$ cat src/rtl/cfg_xlate_pkg.sv
package cfg_xlate_pkg;
  typedef enum logic [2:0] {
    IDX_CAP     = 3'd0,
    IDX_CTRL    = 3'd1,
    IDX_BASE_LO = 3'd2,
    IDX_BASE_HI = 3'd3,
    IDX_ROOT    = 3'd4
  } reg_idx_e;

  localparam int CTRL_EN_BIT  = 0;
  localparam int SIZE_LSB     = 16;
  localparam int SIZE_W       = 5;
  localparam int SIZE_RESET   = 12;
endpackage

$ cat src/rtl/cfg_xlate_regs.sv
module cfg_xlate_regs
  import cfg_xlate_pkg::*;
#(
  parameter int DATA_W = 32,
  parameter int BUS_W  = 8,
  localparam int ADDR_W = 2 * DATA_W
) (
  input  logic              clk,
  input  logic              rst,
  input  logic              reg_we,
  input  logic              reg_re,
  input  logic [2:0]        reg_idx,
  input  logic [DATA_W-1:0] reg_wdata,
  output logic [DATA_W-1:0] reg_rdata,
  output logic              win_en,
  output logic [SIZE_W-1:0] win_size,
  output logic [ADDR_W-1:0] win_base,
  output logic [BUS_W-1:0]  root_bus
);
  logic [DATA_W-1:0] base_lo, base_hi;
  logic [DATA_W-1:0] rd_mux;

  always_ff @(posedge clk) begin
    if (rst) begin
      win_en   <= 1'b0;
      win_size <= SIZE_W'(SIZE_RESET);
      base_lo  <= '0;
      base_hi  <= '0;
      root_bus <= '0;
    end else if (reg_we) begin
      case (reg_idx_e'(reg_idx))
        IDX_CTRL: begin
          win_en   <= reg_wdata[CTRL_EN_BIT];
          win_size <= reg_wdata[SIZE_LSB +: SIZE_W];
        end
        IDX_BASE_LO: base_lo  <= reg_wdata;
        IDX_BASE_HI: base_hi  <= reg_wdata;
        IDX_ROOT:    root_bus <= reg_wdata[BUS_W-1:0];
        default: ;
      endcase
    end
  end

  always_comb begin
    rd_mux = '0;
    case (reg_idx_e'(reg_idx))
      IDX_CAP: rd_mux[0] = 1'b1;
      IDX_CTRL: begin
        rd_mux[CTRL_EN_BIT]          = win_en;
        rd_mux[SIZE_LSB +: SIZE_W]   = win_size;
      end
      IDX_BASE_LO: rd_mux = base_lo;
      IDX_BASE_HI: rd_mux = base_hi;
      IDX_ROOT:    rd_mux[BUS_W-1:0] = root_bus;
      default: rd_mux = '0;
    endcase
  end

  always_ff @(posedge clk) begin
    if (rst) reg_rdata <= '0;
    else if (reg_re) reg_rdata <= rd_mux;
  end

  assign win_base = {base_hi, base_lo};

  p_reset_size_r1: assert property (@(posedge clk) rst |=> (win_size == SIZE_W'(SIZE_RESET) && !win_en));
endmodule

$ cat src/rtl/cfg_xlate_check.sv
module cfg_xlate_check #(
  parameter int BUS_W   = 8,
  parameter int DEVFN_W = 8
) (
  input  logic               win_en,
  input  logic               link_up,
  input  logic [BUS_W-1:0]   root_bus,
  input  logic [BUS_W-1:0]   req_bus,
  input  logic [DEVFN_W-1:0] req_devfn,
  output logic               permit
);
  logic on_root;

  always_comb begin
    on_root = (req_bus == root_bus);
    if (!win_en)      permit = 1'b0;
    else if (on_root) permit = (req_devfn == '0);
    else              permit = link_up;
  end
endmodule

$ cat src/rtl/cfg_xlate_addr.sv
module cfg_xlate_addr #(
  parameter int BUS_W   = 8,
  parameter int DEVFN_W = 8,
  parameter int OFS_W   = 12,
  parameter int ADDR_W  = 64,
  localparam int REL_W  = BUS_W + DEVFN_W + OFS_W,
  localparam int PAD_W  = ADDR_W - REL_W
) (
  input  logic               clk,
  input  logic               rst,
  input  logic               req_valid,
  input  logic               permit,
  input  logic [ADDR_W-1:0]  win_base,
  input  logic [BUS_W-1:0]   req_bus,
  input  logic [DEVFN_W-1:0] req_devfn,
  input  logic [OFS_W-1:0]   req_offset,
  output logic               rsp_valid,
  output logic               rsp_ok,
  output logic               rsp_reject,
  output logic [ADDR_W-1:0]  rsp_addr
);
  logic [ADDR_W-1:0] rel_addr;
  logic [ADDR_W-1:0] sum_addr;

  assign rel_addr = {{PAD_W{1'b0}}, req_bus, req_devfn, req_offset};
  assign sum_addr = win_base + rel_addr;

  always_ff @(posedge clk) begin
    if (rst) begin
      rsp_valid  <= 1'b0;
      rsp_ok     <= 1'b0;
      rsp_reject <= 1'b0;
      rsp_addr   <= '0;
    end else begin
      rsp_valid  <= req_valid;
      rsp_ok     <= req_valid && permit;
      rsp_reject <= req_valid && !permit;
      rsp_addr   <= (req_valid && permit) ? sum_addr : '0;
    end
  end

  p_reject_zero_r8: assert property (@(posedge clk) disable iff (rst) rsp_reject |-> (rsp_addr == '0 && !rsp_ok));
  p_idle_r9: assert property (@(posedge clk) disable iff (rst) !req_valid |=> (!rsp_valid && !rsp_ok && !rsp_reject));
  p_flag_pair_r4: assert property (@(posedge clk) disable iff (rst) rsp_valid |-> (rsp_ok != rsp_reject));
endmodule

$ cat src/rtl/cfg_window_xlate.sv
module cfg_window_xlate
  import cfg_xlate_pkg::*;
#(
  parameter int DATA_W  = 32,
  parameter int BUS_W   = 8,
  parameter int DEVFN_W = 8,
  parameter int OFS_W   = 12,
  localparam int ADDR_W = 2 * DATA_W
) (
  input  logic               clk,
  input  logic               rst,
  input  logic               reg_we,
  input  logic               reg_re,
  input  logic [2:0]         reg_idx,
  input  logic [DATA_W-1:0]  reg_wdata,
  output logic [DATA_W-1:0]  reg_rdata,
  input  logic               link_up,
  input  logic               req_valid,
  input  logic [BUS_W-1:0]   req_bus,
  input  logic [DEVFN_W-1:0] req_devfn,
  input  logic [OFS_W-1:0]   req_offset,
  output logic               rsp_valid,
  output logic               rsp_ok,
  output logic               rsp_reject,
  output logic [ADDR_W-1:0]  rsp_addr,
  output logic [BUS_W-1:0]   last_bus
);
  logic              win_en;
  logic [SIZE_W-1:0] win_size;
  logic [ADDR_W-1:0] win_base;
  logic [BUS_W-1:0]  root_bus;
  logic              permit;

  cfg_xlate_regs #(.DATA_W(DATA_W), .BUS_W(BUS_W)) u_regs (
    .clk(clk), .rst(rst), .reg_we(reg_we), .reg_re(reg_re), .reg_idx(reg_idx),
    .reg_wdata(reg_wdata), .reg_rdata(reg_rdata), .win_en(win_en),
    .win_size(win_size), .win_base(win_base), .root_bus(root_bus)
  );

  cfg_xlate_check #(.BUS_W(BUS_W), .DEVFN_W(DEVFN_W)) u_check (
    .win_en(win_en), .link_up(link_up), .root_bus(root_bus),
    .req_bus(req_bus), .req_devfn(req_devfn), .permit(permit)
  );

  cfg_xlate_addr #(.BUS_W(BUS_W), .DEVFN_W(DEVFN_W), .OFS_W(OFS_W), .ADDR_W(ADDR_W)) u_addr (
    .clk(clk), .rst(rst), .req_valid(req_valid), .permit(permit),
    .win_base(win_base), .req_bus(req_bus), .req_devfn(req_devfn),
    .req_offset(req_offset), .rsp_valid(rsp_valid), .rsp_ok(rsp_ok),
    .rsp_reject(rsp_reject), .rsp_addr(rsp_addr)
  );

  assign last_bus = {{(BUS_W-SIZE_W){1'b0}}, win_size};

  p_disabled_r5: assert property (@(posedge clk) disable iff (rst) (req_valid && !win_en) |=> rsp_reject);
  p_root_devfn_r6: assert property (@(posedge clk) disable iff (rst)
    (req_valid && req_bus == root_bus && req_devfn != '0) |=> rsp_reject);
  p_link_gate_r7: assert property (@(posedge clk) disable iff (rst)
    (req_valid && req_bus != root_bus && !link_up) |=> rsp_reject);
endmodule

$ cat config.mk
export PLATFORM = sky130hd
export DESIGN_NAME = cfg_window_xlate
export DESIGN_NICKNAME = d
export VERILOG_FILES = /design/src/rtl/cfg_xlate_pkg.sv /design/src/rtl/cfg_xlate_regs.sv /design/src/rtl/cfg_xlate_check.sv /design/src/rtl/cfg_xlate_addr.sv /design/src/rtl/cfg_window_xlate.sv
export SDC_FILE = /design/constraint.sdc
export NUM_CORES = 1
export LEC_CHECK = 0
export BUFFER_PORTS_ARGS = -buffer_cell sky130_fd_sc_hd__buf_2
export CORE_ASPECT_RATIO = 1.4
export CORE_MARGIN = 10
export CORE_UTILIZATION = 59
export DETAILED_ROUTE_END_ITERATION = 10
export HOLD_SLACK_MARGIN = 0.15
export PLACE_DENSITY = 0.85
export SYNTH_ARGS = -nofsm -noshare
export SYNTH_HDL_FRONTEND = slang
export SYNTH_SLANG_ARGS = --single-unit
$ cat constraint.sdc
create_clock -name clk -period 6.6 [get_ports clk]
set_input_delay 0.99 -clock clk [delete_from_list [all_inputs] [get_ports clk]]
set_output_delay 0.99 -clock clk [all_outputs]
set_load 0.01 [all_outputs]
==> impl_metrics.env <==
export IMPL_status="finished, final reports clean"
export IMPL_synth_cell_type_count=76
export IMPL_r2r_cells=10
export IMPL_drive_above_1_share_pct=21.48
export IMPL_numCtsBuffers=17
export IMPL_dp_cells=1330
export IMPL_relSlewSlack_pct=18.45
export IMPL_fin_worst_skew_ns=0.01049
export IMPL_detail_route_vias_per_cell=6.021
export IMPL_io_buffers=172
export IMPL_holdPathStages=2
export IMPL_grt_pass1_vias=7855
export IMPL_multi_input_area_mm2=0.004715
export IMPL_finalWirelength_um=26460
export IMPL_clock_fmax_mhz=284.4
export IMPL_max_vdd_ir_drop_v=0.0001636
export IMPL_firstDrtPassIters=7
export IMPL_synth_cells=1023
export IMPL_finalCritPeriodShare_pct=53.28
export IMPL_cp_data_required_time_ns=6.85
export IMPL_cts_max_level=4
export IMPL_dieArea_mm2=0.01979
export IMPL_start_util_pct=59.77
export IMPL_grt_setup_unrepaired="false"
export IMPL_regToRegStartpoint="u_regs.base_lo[0]"
export IMPL_die_width_um=121.8
export IMPL_critPathCaptureType="flop"
export IMPL_clk_latency_ns=0.44
export IMPL_final_cell_area_mm2=0.01006
export IMPL_criticalPathCategory="input port to flop"
export IMPL_io_pins=176
export IMPL_cp_arrival_ns=3.77
export IMPL_rows=52
export IMPL_grt_use_met1_pct=29.70
export IMPL_worstHoldEndpoint="u_regs.reg_rdata[22]"
export IMPL_clock_sinks=177
export IMPL_core_area_mm2=0.01431
export IMPL_synth_edf_count=0
export IMPL_place_gp_congestion=0.9541
export IMPL_dp_hpwl_um=19720
export IMPL_n_fill_cell=1181
export IMPL_yosysSeqAreaShare_pct=41.42
export IMPL_cts_resized=0
export IMPL_num_vias=8231
export IMPL_cts_hold_buf=0
export IMPL_grt_max_degree=112
export IMPL_top_usage_layer="met2"
export IMPL_drt_iter0_drc=748
export IMPL_syn_area_mm2=0.008556
export IMPL_area_growth_synth_to_final_pct=17.58
export IMPL_critPathLaunchType="input port"
export IMPL_fin_setup_tns_ns=0
export IMPL_r2r_setup_slack_ns=3.45
export IMPL_hold_class="flop to flop"
export IMPL_use_met2_pct=43.55
export IMPL_maxCapViolCount=0
export IMPL_hold_violations=0
export IMPL_antenna_found_initial=5
export IMPL_grtUsageMet3_pct=6.558
export IMPL_setup_viol=0
export IMPL_critPathMaxFanout=21
export IMPL_r2r_end="u_addr.rsp_addr[34]"
export IMPL_syn_area_per_cell_um2=8.363
export IMPL_dieHeight_um=162.5
export IMPL_grt_first_pass_wirelength_um=41390
export IMPL_ant_nets=0
export IMPL_drc=0
export IMPL_synthArstFlopShare_pct=0
export IMPL_nets=1258
export IMPL_synthFlopType="dfxtp_1"
export IMPL_grt_remaining_overflow=0
export IMPL_ys_warn_count=0
export IMPL_cts_root_buf="clkbuf_16"
export IMPL_min_from="u_regs.reg_rdata[22]"
export IMPL_clkTransAtPathRegs_ns=0.07
export IMPL_tightest_slew_ns=1.220
export IMPL_grtUsageTotal_pct=26.14
export IMPL_clockBufferDepth=2
export IMPL_powerDensity_mw_per_mm2=230.0
export IMPL_ys_seq_elements=177
export IMPL_leakagePower_uw=0.004035
export IMPL_placed_cell_area_mm2=0.009455
export IMPL_period_needed_ns=3.517
export IMPL_postCtsSetupBuffers=0
export IMPL_stdcell_count=1367
export IMPL_seq_area_mm2=0.003543
export IMPL_wire_per_inst_um=19.36
export IMPL_finalMaxSlewViolations=0
export IMPL_cts_tree="done"
-- worst max path at each step --
stage                  startpoint                   to  slack (ns)  depth (start not counted)
floorplan           req_offset[0]  u_addr.rsp_addr[62]        3.38                         11
global placement    req_offset[0]  u_addr.rsp_addr[34]        2.82                         11
detailed placement   req_devfn[0]  u_addr.rsp_addr[39]        2.79                          8
CTS                    reg_idx[1]   u_regs.base_lo[11]        3.20                          7
global route           req_bus[6]  u_addr.rsp_addr[55]        2.95                         10
finish                 reg_idx[1]   u_regs.base_lo[11]        3.08                          7
-- per-layer routing --
layer  up-vias  share of wire, %  wire length (um)
met5         -                 0                 0
met2       495                48             12750
met1      3767                36              9488
met4         0               5.4              1433
li1       3871                 -                 -
met3        98                11              2795
-- through the flow --
step	setup WS [ns]	total power [uW]	util (%)	hold slack (ns)
floorplan	3.382	1246	-	0.4527
global placement	2.820	1318	66.06	0.4702
detailed placement	2.789	1320	66.06	0.4743
CTS	3.202	2314	70.19	0.4836
global route	2.947	2377	70.26	0.5126
finish	3.083	2314	70.28	0.4848
-- placed cells by master, fill, tap and decap left out, types with 5 or more instances in the layout --
cell,n
nand2_1,180
dfxtp_1,177
buf_2,171
a21oi_1,115
nor2_1,101
xnor2_1,36
a211oi_1,30
ha_1,28
a22oi_1,27
nor2b_1,25
o21ai_0,25
mux2i_1,20
clkbuf_16,17
nand3_1,16
nand2b_1,14
and3_1,11
a21o_1,11
xor2_1,11
o211ai_1,10
inv_1,9
buf_4,9
diode_2,5
o21a_1,5
o21bai_1,5
a2111oi_2,5
or4_1,5
mux2_2,5
a22o_1,5
inv_8,5
-- report_power, final --
group          switching [uW]  internal [uW]  total [uW]
registers                19.7           1090        1100
logic                     125           72.7         198
clock network             471            541        1010
total                     615           1700        2310
-- Yosys cell counts, drive strengths merged, types with 4 or more instances --
cell     count  area share (%)
nand3b       4            0.35
ha          28             4.1
clkbuf      49             2.1
nor2b       25             1.8
nand2b      15             1.1
a21o        11            0.97
mux2         5            0.66
a211oi      31             2.8
o211ai      12             1.3
a2111oi      6             1.2
inv         10            0.44
nand2      180             7.9
and3        13             1.0
nand4        5            0.44
and2         4            0.29
buf         15            0.98
nor2       102             4.5
xnor2       36             3.7
o21bai       5            0.44
nor4         6            0.58
o21a         6            0.61
a22o         5            0.51
xor2        11             1.1
or4          5            0.44
a22oi       27             2.4
o21ai       28             1.7
nand3       19             1.3
nor3         5            0.35
a31oi        4            0.29
mux2i       20             2.3
o31ai        4            0.35
dfxtp      177              41
a21oi      116             6.9
-- critical path, stage by stage --
cell and delay [ns]:
buf_2 0.25, nor2b_1 0.50, and2_1 0.87, nand2_1 0.56, buf_4 0.40, nand2_1 0.10
a21oi_1 0.09
-- flip-flops by register name, summed over array words and instances (netlist names) --
signal             cells
u_regs.root_bus        8
u_regs.base_hi        32
u_addr.rsp_addr       64
u_addr.rsp_valid       1
u_regs.reg_rdata      32
u_regs.win_en          1
u_addr.rsp_reject      1
u_addr.rsp_ok          1
u_regs.win_size        5
u_regs.base_lo        32
-- cells by family (layout without fill, tap and decap cells) --
| kind of cell | after synthesis | after routing | synth area share [%] |
|---|---|---|---|
| AOI/OAI and AO/OA | 275 | 275 | 21.60 |
| xor gates and xnor gates | 47 | 47 | 4.811 |
| adders and majority gates | 29 | 29 | 4.329 |
| buffers and inverters | 74 | 222 | 3.568 |
| DFF | 177 | 177 | 41.42 |
| muxes | 25 | 25 | 2.998 |
| other | 1 | 8 | 0.04383 |
| and+or+nand+nor | 395 | 395 | 21.23 |
-- final cells by class --
class                      instances  area share (%)
antenna                            5          0.1244
clock buffer                      18           4.266
clock inverter                    14           1.617
inverter                          10          0.3731
multi-input combinational        774           46.87
sequential                       177           35.22
tap                              189           2.351
timing repair buffer             180           9.179
Power figures use the tool's default switching activity.
